**config.mk**
```make
export PLATFORM = sky130hd
export DESIGN_NAME = burst_slot_arbiter
export DESIGN_NICKNAME = d
export VERILOG_FILES = /design/src/rtl/burst_slot_arbiter.sv
export SDC_FILE = /design/constraint.sdc
export NUM_CORES = 1
export LEC_CHECK = 0
export ABC_AREA = 1
export CAP_MARGIN = 30
export CORE_ASPECT_RATIO = 1.2
export CORE_MARGIN = 3
export CORE_UTILIZATION = 55
export CTS_BUF_LIST = sky130_fd_sc_hd__clkbuf_8
export DETAILED_ROUTE_END_ITERATION = 8
export MAX_ROUTING_LAYER = met4
export PLACE_DENSITY = 0.87
export SYNTH_ARGS = -nofsm -noshare
export SYNTH_HDL_FRONTEND = slang
export SYNTH_SLANG_ARGS = --single-unit
export TNS_END_PERCENT = 30
```
**constraint.sdc**
```tcl
create_clock -name clk -period 4.4 [get_ports clk]
set_input_delay 0.88 -clock clk [delete_from_list [all_inputs] [get_ports clk]]
set_output_delay 0.88 -clock clk [all_outputs]
set_load 0.01 [all_outputs]
```
**src/rtl/burst_slot_arbiter.sv**
```systemverilog
module burst_slot_arbiter #(
  parameter int NM    = 4,
  parameter int SLOTW = 8,
  parameter int IW    = (NM > 1) ? $clog2(NM) : 1
) (
  input  logic              clk,
  input  logic              rst_n,
  input  logic [NM-1:0]     req,
  input  logic [2*NM-1:0]   htrans,
  input  logic [3*NM-1:0]   hburst,
  input  logic              ready,
  input  logic              cfg_fixed_prio,
  input  logic [1:0]        cfg_def_type,
  input  logic [IW-1:0]     cfg_def_idx,
  input  logic [SLOTW-1:0]  cfg_slot_limit,
  input  logic [1:0]        cfg_incr_split,
  output logic [NM-1:0]     grant,
  output logic [IW-1:0]     grant_idx
);

  localparam logic [1:0] TR_IDLE = 2'b00;
  localparam logic [1:0] TR_NSEQ = 2'b10;

  logic [IW-1:0]    own_idx, nxt_idx, fp_idx, rr_idx;
  logic             own_vld, nxt_vld;
  logic [SLOTW-1:0] slot_cnt;
  logic [3:0]       beat_cnt, beat_num, mask;
  logic [1:0]       cur_tr;
  logic [2:0]       cur_bu;
  logic             active, idle, single, eob, slot_hit, brk_en, rearb, chg;

  assign cur_tr   = htrans[own_idx*2 +: 2];
  assign cur_bu   = hburst[own_idx*3 +: 3];
  assign active   = own_vld && req[own_idx] && cur_tr[1];
  assign idle     = !own_vld || !req[own_idx] || cur_tr == TR_IDLE;
  assign beat_num = (cur_tr == TR_NSEQ) ? 4'd1 : beat_cnt + 4'd1;

  always_comb begin
    brk_en = 1'b1;
    unique case (cur_bu)
      3'b001: begin
        brk_en = cfg_incr_split != 2'd0;
        mask   = (cfg_incr_split == 2'd1) ? 4'd3 :
                 (cfg_incr_split == 2'd2) ? 4'd7 : 4'd15;
      end
      3'b010, 3'b011: mask = 4'd3;
      3'b100, 3'b101: mask = 4'd7;
      3'b110, 3'b111: mask = 4'd15;
      default:        begin mask = 4'd0; brk_en = 1'b0; end
    endcase
  end

  assign single   = active && ready && cur_bu == 3'b000;
  assign eob      = active && ready && brk_en && (beat_num & mask) == 4'd0;
  assign slot_hit = own_vld && cfg_slot_limit != '0 &&
                    slot_cnt >= cfg_slot_limit - SLOTW'(1);
  assign rearb    = idle || single || eob || slot_hit;

  always_comb begin
    fp_idx = '0;
    for (int i = 0; i < NM; i++)
      if (req[i]) fp_idx = IW'(i);
  end

  always_comb begin
    rr_idx = own_idx;
    for (int k = NM; k >= 1; k--)
      if (req[(int'(own_idx) + k) % NM]) rr_idx = IW'((int'(own_idx) + k) % NM);
  end

  always_comb begin
    nxt_idx = own_idx;
    nxt_vld = own_vld;
    if (|req) begin
      nxt_vld = 1'b1;
      nxt_idx = cfg_fixed_prio ? fp_idx : rr_idx;
    end else begin
      unique case (cfg_def_type)
        2'd1:    ;
        2'd2:    begin nxt_vld = 1'b1; nxt_idx = cfg_def_idx; end
        default: nxt_vld = 1'b0;
      endcase
    end
  end

  assign chg = rearb && ((nxt_vld != own_vld) || (nxt_vld && nxt_idx != own_idx));

  always_ff @(posedge clk or negedge rst_n) begin
    if (!rst_n) begin
      own_idx  <= '0;
      own_vld  <= 1'b0;
      slot_cnt <= '0;
      beat_cnt <= '0;
    end else begin
      if (rearb) begin
        own_idx <= nxt_idx;
        own_vld <= nxt_vld;
      end
      if (chg)                  slot_cnt <= '0;
      else if (slot_cnt != '1)  slot_cnt <= slot_cnt + SLOTW'(1);
      if (chg)                  beat_cnt <= '0;
      else if (active && ready) beat_cnt <= beat_num;
    end
  end

  for (genvar g = 0; g < NM; g++) begin : g_gnt
    assign grant[g] = own_vld && own_idx == IW'(g);
  end
  assign grant_idx = own_idx;

endmodule

```
==> flow_metrics.tcl <==
set metrics [dict create \
    final_nets 409 \
    relSlewSlack 0.444 \
    cts-htree-levels 1 \
    crit_end "slot_cnt[7]$_DFFE_PN0P_" \
    first_pass_iters 4 \
    chipWidth_um 61.1 \
    drt_first_iter_violations 66 \
    final-setup-viol-count 0 \
    synth_warnings 0 \
    die_area_sq_um 4400 \
    cts_setup_buffers 0 \
    mostFrequentLayoutCell "nand2_1" \
    startpoint_type "input port" \
    rsz0062_at_grt "false" \
    crit_type "in -> reg" \
    rows 23 \
    final_cell_mix "nand2_1 (73), clkdlybuf4s50_1 (47), inv_1 (46), nand2_2 (25), nor2_1 (21)" \
    end_kind "flip-flop" \
    overflow 0 \
    totalWireLength_um 4180 \
    holdCritPathClass "reg -> reg" \
    reg2reg_depth 16 \
    fin_setup_tns_ns 0 \
    num_vias 1943 \
    status "completed" \
    worstPathRequired_ns 4.53 \
    cts_tree "built" \
    gp_congestion 0.831 \
    reg2reg_to "slot_cnt[7]$_DFFE_PN0P_" \
    yosys_register_bits 15 \
    ys_seq_area_frac 0.188 \
    die_height_um 72.1 \
    min_period_ns 3.58 \
    fp.coreArea_sq_um 3420 \
    grt_max_degree 21 \
    multi_input_area_sq_um 1310 \
    dpl.hpwl_um 3470 \
    regToRegSetupSlack_ns 1.54 \
    remaining_drc_errors 0 \
    drv_slew 0 \
    timing.rr.start "grant_idx[0]$_DFFE_PN0P_" \
    cp-startpoint "cfg_slot_limit[2]" \
    p_per_area_nw_per_um2 472 \
    cts_made_buffers 3 \
    crit_arrival_ns 3.71 \
    antenna_cells 0 \
    clock_path_buffers 2 \
    ir_worst_vdd_v 0.000253 \
    cts_sinks 15 \
    fin_crit_sh 0.813 \
    cts_resized 0 \
    syn2layout_area_growth_pct 24.0 \
    finalPower_mw 1.17 \
    wl_per_cell_um 10.9 \
    final_antenna_net_count 0 \
    dp.cells 379 \
    clock_latency_ns 0.24 \
    syn_area_sq_um 2000 \
    track_usage 0.210 \
    grt_pass1_vias 1848 \
    grt_pass1_wl_um 7110 \
    drt-vias-per-instance 5.07 \
    syn_nets 364 \
    start_util 0.584 \
    drive_gt1_frac 0.171 \
    seqCellArea_sq_um 375 \
    holdBufCountCts 0 \
    antenna_found_initial 0 \
    leakagePower_nw 1.36 \
    path_clk_slew_ns 0.06 \
    ios 48 \
    numPortBuffers 47 \
    nFillCells 304 \
    synth_cell_types 33 \
    hold_violations 0 \
    worst_pin_slew_ns 0.833 \
    max_freq_mhz 279 \
    avgSynthCellArea_sq_um 6.62 \
    cap_viol_max_count 0 \
    path_max_fanout 12 \
    instances_no_fill 383 \
    clockRootBuffer "clkbuf_8" \
    fin_skew_ns 0.00500 \
    synth_cells 302 \
]
-- how the worst min path moves through the flow --
stage	slack (ns)	to	start	cells after the start
floorplan	0.55	beat_cnt[3]$_DFFE_PN0P_	beat_cnt[3]$_DFFE_PN0P_	4
global placement	0.57	beat_cnt[3]$_DFFE_PN0P_	beat_cnt[3]$_DFFE_PN0P_	4
detailed placement	0.58	beat_cnt[3]$_DFFE_PN0P_	beat_cnt[3]$_DFFE_PN0P_	4
CTS	0.60	beat_cnt[3]$_DFFE_PN0P_	beat_cnt[3]$_DFFE_PN0P_	4
global route	0.66	beat_cnt[3]$_DFFE_PN0P_	beat_cnt[3]$_DFFE_PN0P_	4
finish	0.60	beat_cnt[3]$_DFFE_PN0P_	beat_cnt[3]$_DFFE_PN0P_	4
-- layout make-up --
type / instances / area share
well taps: 37 / 0.0187
clock inverters: 1 / 0.00151
flip-flops and latches: 15 / 0.151
clock buffers: 3 / 0.0166
inverters: 59 / 0.0933
repair buffers: 47 / 0.190
multi-input cells: 221 / 0.529
-- power breakdown --
group          total [mW]  leakage (nW)  internal [mW]  switching [mW]
combinational       0.827          1.14          0.335           0.492
sequential          0.242         0.197          0.166          0.0755
clock               0.104        0.0269         0.0615          0.0422
total                1.17          1.36          0.563           0.609
-- layer usage --
layer / global-route usage / wire [um] / vias to the layer above / share of wire
li1: - / - / 1029 / -
met1: 0.225 / 1780 / 850 / 0.42
met2: 0.385 / 2130 / 56 / 0.51
met3: 0.0249 / 207 / 8 / 0.050
met4: 0.0723 / 68 / 0 / 0.016
met5: - / 0 / - / 0
-- synth_stat cells --
master / count / area [sq um]
nand2_1: 73 / 274
inv_1: 45 / 169
nand2_2: 25 / 156
nor2_1: 21 / 78.8
ha_1: 20 / 250
nand3_1: 19 / 95.1
dfrtp_1: 15 / 375
inv_2: 12 / 45.0
nand3_2: 12 / 120
o21ai_0: 11 / 55.1
a21oi_1: 8 / 40.0
xor2_1: 7 / 61.3
xnor2_1: 5 / 43.8
nand4_1: 4 / 25.0
buf_6: 3 / 33.8
nor2_2: 2 / 12.5
nor3_1: 2 / 10.0
o2111ai_1: 2 / 17.5
o21ai_1: 2 / 10.0
a21oi_2: 1 / 8.76
a31oi_1: 1 / 6.26
and2_4: 1 / 8.76
buf_12: 1 / 20.0
buf_2: 1 / 5.00
buf_4: 1 / 7.51
buf_8: 1 / 15.0
inv_4: 1 / 6.26
inv_8: 1 / 11.3
nand2_4: 1 / 11.3
nor4_1: 1 / 6.26
o211ai_1: 1 / 7.51
o21bai_1: 1 / 7.51
or3_1: 1 / 6.26
-- through the flow --
stage / setup WS, ns / hold WS [ns] / utilization / instance area (sq um)
global route: 0.542 / 0.663 / 0.725 / 2480
detailed placement: 0.597 / 0.583 / 0.711 / 2440
global placement: 0.781 / 0.572 / 0.711 / 2440
finish: 0.822 / 0.603 / 0.725 / 2480
floorplan: 1.47 / 0.548 / - / 2000
CTS: 0.829 / 0.604 / 0.725 / 2480
-- cell families (layout without fill, tap and decap cells) --
logic type               count (synthesis)  in the layout  synth area share
adder cells (fa/ha/maj)                 20             20             0.125
XOR/XNOR                                12             12            0.0525
buffers and inverters                   66            110             0.156
flip-flops                              15             15             0.188
AND/OR/NAND/NOR                        162            162             0.402
AO/OA/AOI/OAI                           27             27            0.0763
-- critical path, stage by stage --
cell,delay (ns)
clkdlybuf4s50_1,0.46
nor2_1,0.12
nand2_1,0.08
or3_1,0.35
nor3_1,0.20
xnor2_1,0.09
ha_1,0.29
nand2_1,0.07
nor2_1,0.15
nand4_1,0.12
o2111ai_1,0.12
nand3_1,0.11
nand3_2,0.13
nand3_2,0.31
nand2_2,0.17
inv_2,0.04
-- state kept, by name, indices dropped and copies added, names as in the netlist --
| register | flops |
|---|---|
| slot_cnt | 8 |
| own_vld | 1 |
| beat_cnt | 4 |
| grant_idx | 2 |
Power figures use the tool's default switching activity.
